### src/rtl/lane_select_max.sv
module lane_select_max #(
  parameter int LANES  = 4,
  parameter int LANE_W = 16
) (
  input  logic                      clk,
  input  logic                      rst_n,
  input  logic                      in_valid,
  input  logic                      sel_min,
  input  logic [LANES*LANE_W-1:0]   op_a,
  input  logic [LANES*LANE_W-1:0]   op_b,
  output logic                      out_valid,
  output logic [LANES*LANE_W-1:0]   result,
  output logic [LANES*LANE_W-1:0]   mask
);
  localparam int WORD_W = LANES * LANE_W;

  logic [WORD_W-1:0] gt_mask;
  logic [WORD_W-1:0] keep_a;
  logic [WORD_W-1:0] keep_b;
  logic [WORD_W-1:0] sel_word;

  for (genvar i = 0; i < LANES; i++) begin : g_lane
    logic gt;
    assign gt = $signed(op_a[i*LANE_W +: LANE_W]) > $signed(op_b[i*LANE_W +: LANE_W]);
    assign gt_mask[i*LANE_W +: LANE_W] = {LANE_W{gt}};
  end

  assign keep_a   = sel_min ? (op_a & ~gt_mask) : (op_a & gt_mask);
  assign keep_b   = sel_min ? (op_b & gt_mask)  : (op_b & ~gt_mask);
  assign sel_word = keep_a | keep_b;

  always_ff @(posedge clk) begin
    if (!rst_n) begin
      out_valid <= 1'b0;
      result    <= '0;
      mask      <= '0;
    end else begin
      out_valid <= in_valid;
      if (in_valid) begin
        result <= sel_word;
        mask   <= gt_mask;
      end
    end
  end

  AST_VALID_FOLLOWS: assert property (@(posedge clk) disable iff (!rst_n)
    in_valid |=> out_valid);
  AST_VALID_DROPS: assert property (@(posedge clk) disable iff (!rst_n)
    !in_valid |=> !out_valid);
  AST_HOLD_IDLE: assert property (@(posedge clk) disable iff (!rst_n)
    !in_valid |=> ($stable(result) && $stable(mask)));

  for (genvar i = 0; i < LANES; i++) begin : g_chk
    AST_LANE_FROM_OPERAND: assert property (@(posedge clk) disable iff (!rst_n)
      in_valid |=> (result[i*LANE_W +: LANE_W] == $past(op_a[i*LANE_W +: LANE_W]) ||
                    result[i*LANE_W +: LANE_W] == $past(op_b[i*LANE_W +: LANE_W])));
    AST_MAX_NOT_BELOW: assert property (@(posedge clk) disable iff (!rst_n)
      (in_valid && !sel_min) |=> ($signed(result[i*LANE_W +: LANE_W]) >= $signed($past(op_a[i*LANE_W +: LANE_W])) &&
                                  $signed(result[i*LANE_W +: LANE_W]) >= $signed($past(op_b[i*LANE_W +: LANE_W]))));
    AST_MIN_NOT_ABOVE: assert property (@(posedge clk) disable iff (!rst_n)
      (in_valid && sel_min) |=> ($signed(result[i*LANE_W +: LANE_W]) <= $signed($past(op_a[i*LANE_W +: LANE_W])) &&
                                 $signed(result[i*LANE_W +: LANE_W]) <= $signed($past(op_b[i*LANE_W +: LANE_W]))));
    AST_MASK_SOLID: assert property (@(posedge clk) disable iff (!rst_n)
      out_valid |-> (mask[i*LANE_W +: LANE_W] == '0 || mask[i*LANE_W +: LANE_W] == '1));
  end
endmodule

### config.mk
export PLATFORM = sky130hd
export DESIGN_NAME = lane_select_max
export DESIGN_NICKNAME = d
export VERILOG_FILES = /design/src/rtl/lane_select_max.sv
export SDC_FILE = /design/constraint.sdc
export NUM_CORES = 1
export LEC_CHECK = 0
export BUFFER_PORTS_ARGS = -buffer_cell sky130_fd_sc_hd__buf_2
export CORE_ASPECT_RATIO = 0.6
export CORE_MARGIN = 1.5
export CORE_UTILIZATION = 24
export DETAILED_ROUTE_END_ITERATION = 12
export GPL_ROUTABILITY_DRIVEN = 0
export PLACE_DENSITY_LB_ADDON = 0.12
export SYNTH_ARGS = -nofsm -noshare
export SYNTH_HDL_FRONTEND = slang
export SYNTH_SLANG_ARGS = --single-unit
export TNS_END_PERCENT = 5
### constraint.sdc
create_clock -name clk -period 2.7 [get_ports clk]
set_input_delay 0.405 -clock clk [delete_from_list [all_inputs] [get_ports clk]]
set_output_delay 0.405 -clock clk [all_outputs]
set_load 0.02 [all_outputs]
Word level (Yosys, flattened, before mapping)
Cells that the tools add are included.

Register bits: 114. Output and inout port bits: 129. Logic and storage cells: 15. Bits of input ports: 132.

Bitwise logic cells: 6. Muxes and demuxes: 2. $lt $le $gt $ge: 4.

Operator list (number): $and A64 B64 Y64 (4); $mux W64 (2); $gt A16 B16 Y1 (4); $not A64 Y64 (1); $or A64 B64 Y64 (1).

Logic depth before layout (Yosys ltp)
Word-level depth: 5. Depth in mapped cells: 11. Depth with buffers taken out: 9.

Worst setup path before layout
OpenSTA, ideal clock, no wires.

Kind: in2reg. Start: input op_b[31]. End: register result[21]. Setup time: 0.142 ns. Path buffers: 2. Required time: 2.558 ns. Setup slack: 0.209 ns. Arrival time: 2.349 ns. Cell stages on the path: 11. Path through: inv_1 -> ha_1 -> buf_6 -> nand4_4 -> or3_1 -> or2_4 -> nand4_2 -> o221ai_2 -> buf_4 -> nor4b_1 -> a311oi_1.

Longest elaborated chain between the ends: 5. Elaborated cells on any way between the ends: 9. Those cells by class: 1 x order compare; 2 x mux; 6 x bitwise.

RTL lines: from (decl) (line 10) `input logic [LANES*LANE_W-1:0] op_b,`; $gt A16 B16 Y1 (*) (line 24) `assign gt = $signed(op_a[i*LANE_W +: LANE_W]) > $signed(op_b[i*LANE_W +: LANE_W]);`; $not A64 Y64 (line 28, 29); $and A64 B64 Y64 (on tied branches) (line 28, 29); $mux W64 (on tied branches) (line 28, 29); $or A64 B64 Y64 (*) (line 30) `assign sel_word = keep_a | keep_b;`; to (signal assigned) (line 40) `result <= sel_word;`; to (decl) (line 12) `output logic [LANES*LANE_W-1:0] result,`.

Every way passes the cells marked *; elsewhere a longest branch is shown, timed or not. A chain may end at the register's enable or synchronous reset.

Worst setup path in the final report
Start: input op_b[31]. End: register result[25].

The elaborated chain is that of the path after synthesis.

==> impl_metrics.tcl <==
set metrics [dict create \
    setup_violations 0 \
    portBuffers 260 \
    critical_path_required_ps 2950 \
    r2r.worst_path.cells 2 \
    antenna_left 0 \
    syn_area_mm2 0.00570 \
    final_net_count 1139 \
    hpwl_um 15900 \
    stdcell_count 1264 \
    cts_buffers 9 \
    drc 0 \
    grt_pass1_wl_um 31500 \
    fin_setup_tns_ps 0 \
    path_max_fanout 15 \
    clkLatencyLatePin_ps 340 \
    synth-edff-count 0 \
    post-place-cells 1247 \
    fin_crit_sh 0.922 \
    finalMaxSlewViolations 0 \
    row_count 43 \
    min_period_ps 2490 \
    vias_per_cell 4.75 \
    ctsResizeCount 0 \
    gr-total-overflow 0 \
    yosys_register_bits 69 \
    async_flop_share 0 \
    firstDrtPassIters 5 \
    ys.warnings.count 0 \
    outcome "complete, no violations" \
    cts_tree "built" \
    initial_core_util 0.246 \
    max_freq_ghz 0.402 \
    post-route-util 0.318 \
    grt_pass1_vias 5512 \
    place_ws_ps -180 \
    syn_area_per_cell_um2 7.69 \
    grt_max_degree 60 \
    wl_per_cell_um 16.4 \
    endpoint_kind "flop" \
    rsz0062_at_grt "no" \
    hold_violations 0 \
    worstSetupStartpointType "input pin" \
    yosysSeqAreaShare 0.242 \
    cts.sinks 69 \
    final_layout_size_suffix_gt1_frac 0.340 \
    setup_ws_ps 211 \
    routed_wl_um 20700 \
    synth.net_count 938 \
    holdPathStages 3 \
    path_class "input pin to flop" \
    clk_pin_slew_ps 60 \
    antenna_found_initial 1 \
    ir_drop_mv 0.304 \
    worstMarginPinSlew_ps 768 \
    core_mm2 0.0232 \
    netlist_instances 742 \
    cts.path.max_buffers 2 \
    grtUsageTotal 0.166 \
    relSlewSlack 0.485 \
    synth_cell_types 52 \
    hold_path.class "input pin to flop" \
    ctsRootBufferMaster "clkbuf_16" \
    die_x_um 202 \
    synth_flop_cell "dfxtp_1" \
    leakage_nw 3.67 \
    critPathArrivalTime_ps 2740 \
    drt-initial-drc-count 328 \
    cts-htree-levels 3 \
    die_area_mm2 0.0247 \
    cellPowerDensity_mw_per_mm2 490 \
    vias 6004 \
    fp.dieH_um 122 \
    finClkSkew_ps 0 \
    cts_setup_buffers 0 \
    finalPower_mw 3.61 \
    ios 261 \
    cap_violations 0 \
    layout-area-overhead-vs-synth_pct 29.2 \
    hold_buffers 0 \
]
[placed cells by master, fill, tap and decap left out, drive strengths merged, types with 16 or more instances in the layout]
master / n
a21oi: 20
a311oi: 16
a31oi: 34
buf: 293
dfxtp: 69
ha: 64
inv: 74
nand3: 39
nand4: 16
nor2: 70
o2111a: 16
o21ai: 122
[critical path: stages]
cell,delay (ps)
buf_2,70
inv_1,40
ha_1,340
nand4_4,130
or3_1,400
a21oi_1,200
nor3_1,100
o2bb2ai_2,640
nor4b_1,130
a311oi_1,270
[worst paths after layout]
check                   from          to  slack (ps)
setup / recovery    op_b[31]  result[25]         210
hold / removal      op_b[58]  result[58]         340
setup reg to reg    mask[47]    mask[47]        1750
hold reg to reg   result[15]  result[15]         510
[synth_stat cells (2+ instances only)]
cell type | count | area, µm²
nor4b_1 | 15 | 131
clkbuf_1 | 33 | 124
o21ai_1 | 11 | 55.1
buf_6 | 2 | 22.5
a21oi_1 | 19 | 95.1
buf_4 | 62 | 465
o2111a_1 | 16 | 180
nand4_1 | 14 | 87.6
nand2_1 | 12 | 45.0
o21ai_0 | 110 | 551
buf_2 | 5 | 25.0
inv_1 | 74 | 278
dfxtp_1 | 69 | 1380
a211oi_1 | 5 | 37.5
nor4_1 | 4 | 25.0
mux2i_1 | 3 | 30.0
nand3_1 | 38 | 190
ha_1 | 64 | 801
nor3_1 | 7 | 35.0
o211ai_1 | 3 | 22.5
a21o_1 | 6 | 45.0
nand2_2 | 2 | 12.5
a31oi_1 | 34 | 213
a21boi_0 | 3 | 22.5
a311oi_1 | 16 | 140
nand2b_1 | 7 | 43.8
nor2_1 | 70 | 263
nor2b_1 | 6 | 37.5
o21a_1 | 5 | 37.5
or3_1 | 3 | 18.8
and4_1 | 3 | 26.3
[routing by layer]
metal | track usage | part of all wire | vias to the layer above
met5 | 0 | 0 | -
met4 | 0.0345 | 0.0097 | 0
met3 | 0.0422 | 0.062 | 12
met2 | 0.227 | 0.40 | 193
met1 | 0.254 | 0.53 | 2766
li1 | - | - | 3033
[cell families (layout without fill, tap and decap cells)]
logic type | Yosys count | in the layout | share of synthesized area
other | 0 | 1 | 0
AND/OR/NAND/NOR | 189 | 189 | 0.177
flip-flops | 69 | 69 | 0.242
adder cells (fa/ha/maj) | 64 | 64 | 0.140
buffers and inverters | 177 | 383 | 0.161
multiplexers | 4 | 4 | 0.00724
AO/OA/AOI/OAI | 239 | 239 | 0.272
[power by group]
| part | internal, mW | total [mW] | switching [mW] |
|---|---|---|---|
| combinational | 0.490 | 1.28 | 0.791 |
| sequential | 1.11 | 1.18 | 0.0637 |
| clock | 0.674 | 1.16 | 0.482 |
| total | 2.28 | 3.61 | 1.34 |
[cell type report]
class | count | area (µm²)
fillers | 2511 | 15800
multi-input cells | 496 | 3400
repair buffers | 293 | 1640
flip-flops and latches | 69 | 1380
well taps | 315 | 394
inverters | 74 | 278
clock buffers | 15 | 268
clock inverters | 1 | 5.00
diodes | 1 | 2.50
[stage by stage]
step           hold slack, ps  area, µm²
4_1_cts                   312       7370
2_1_floorplan             556       5700
3_5_place_dp              497       7100
5_1_grt                   326       7370
3_3_place_gp              498       7100
6_report                  336       7370
[registers in the layout, summed over array words and instances, names as in the netlist]
register	cells
out_valid	1
mask	4
result	64
Note: power is estimated with default switching activity, not from simulation.
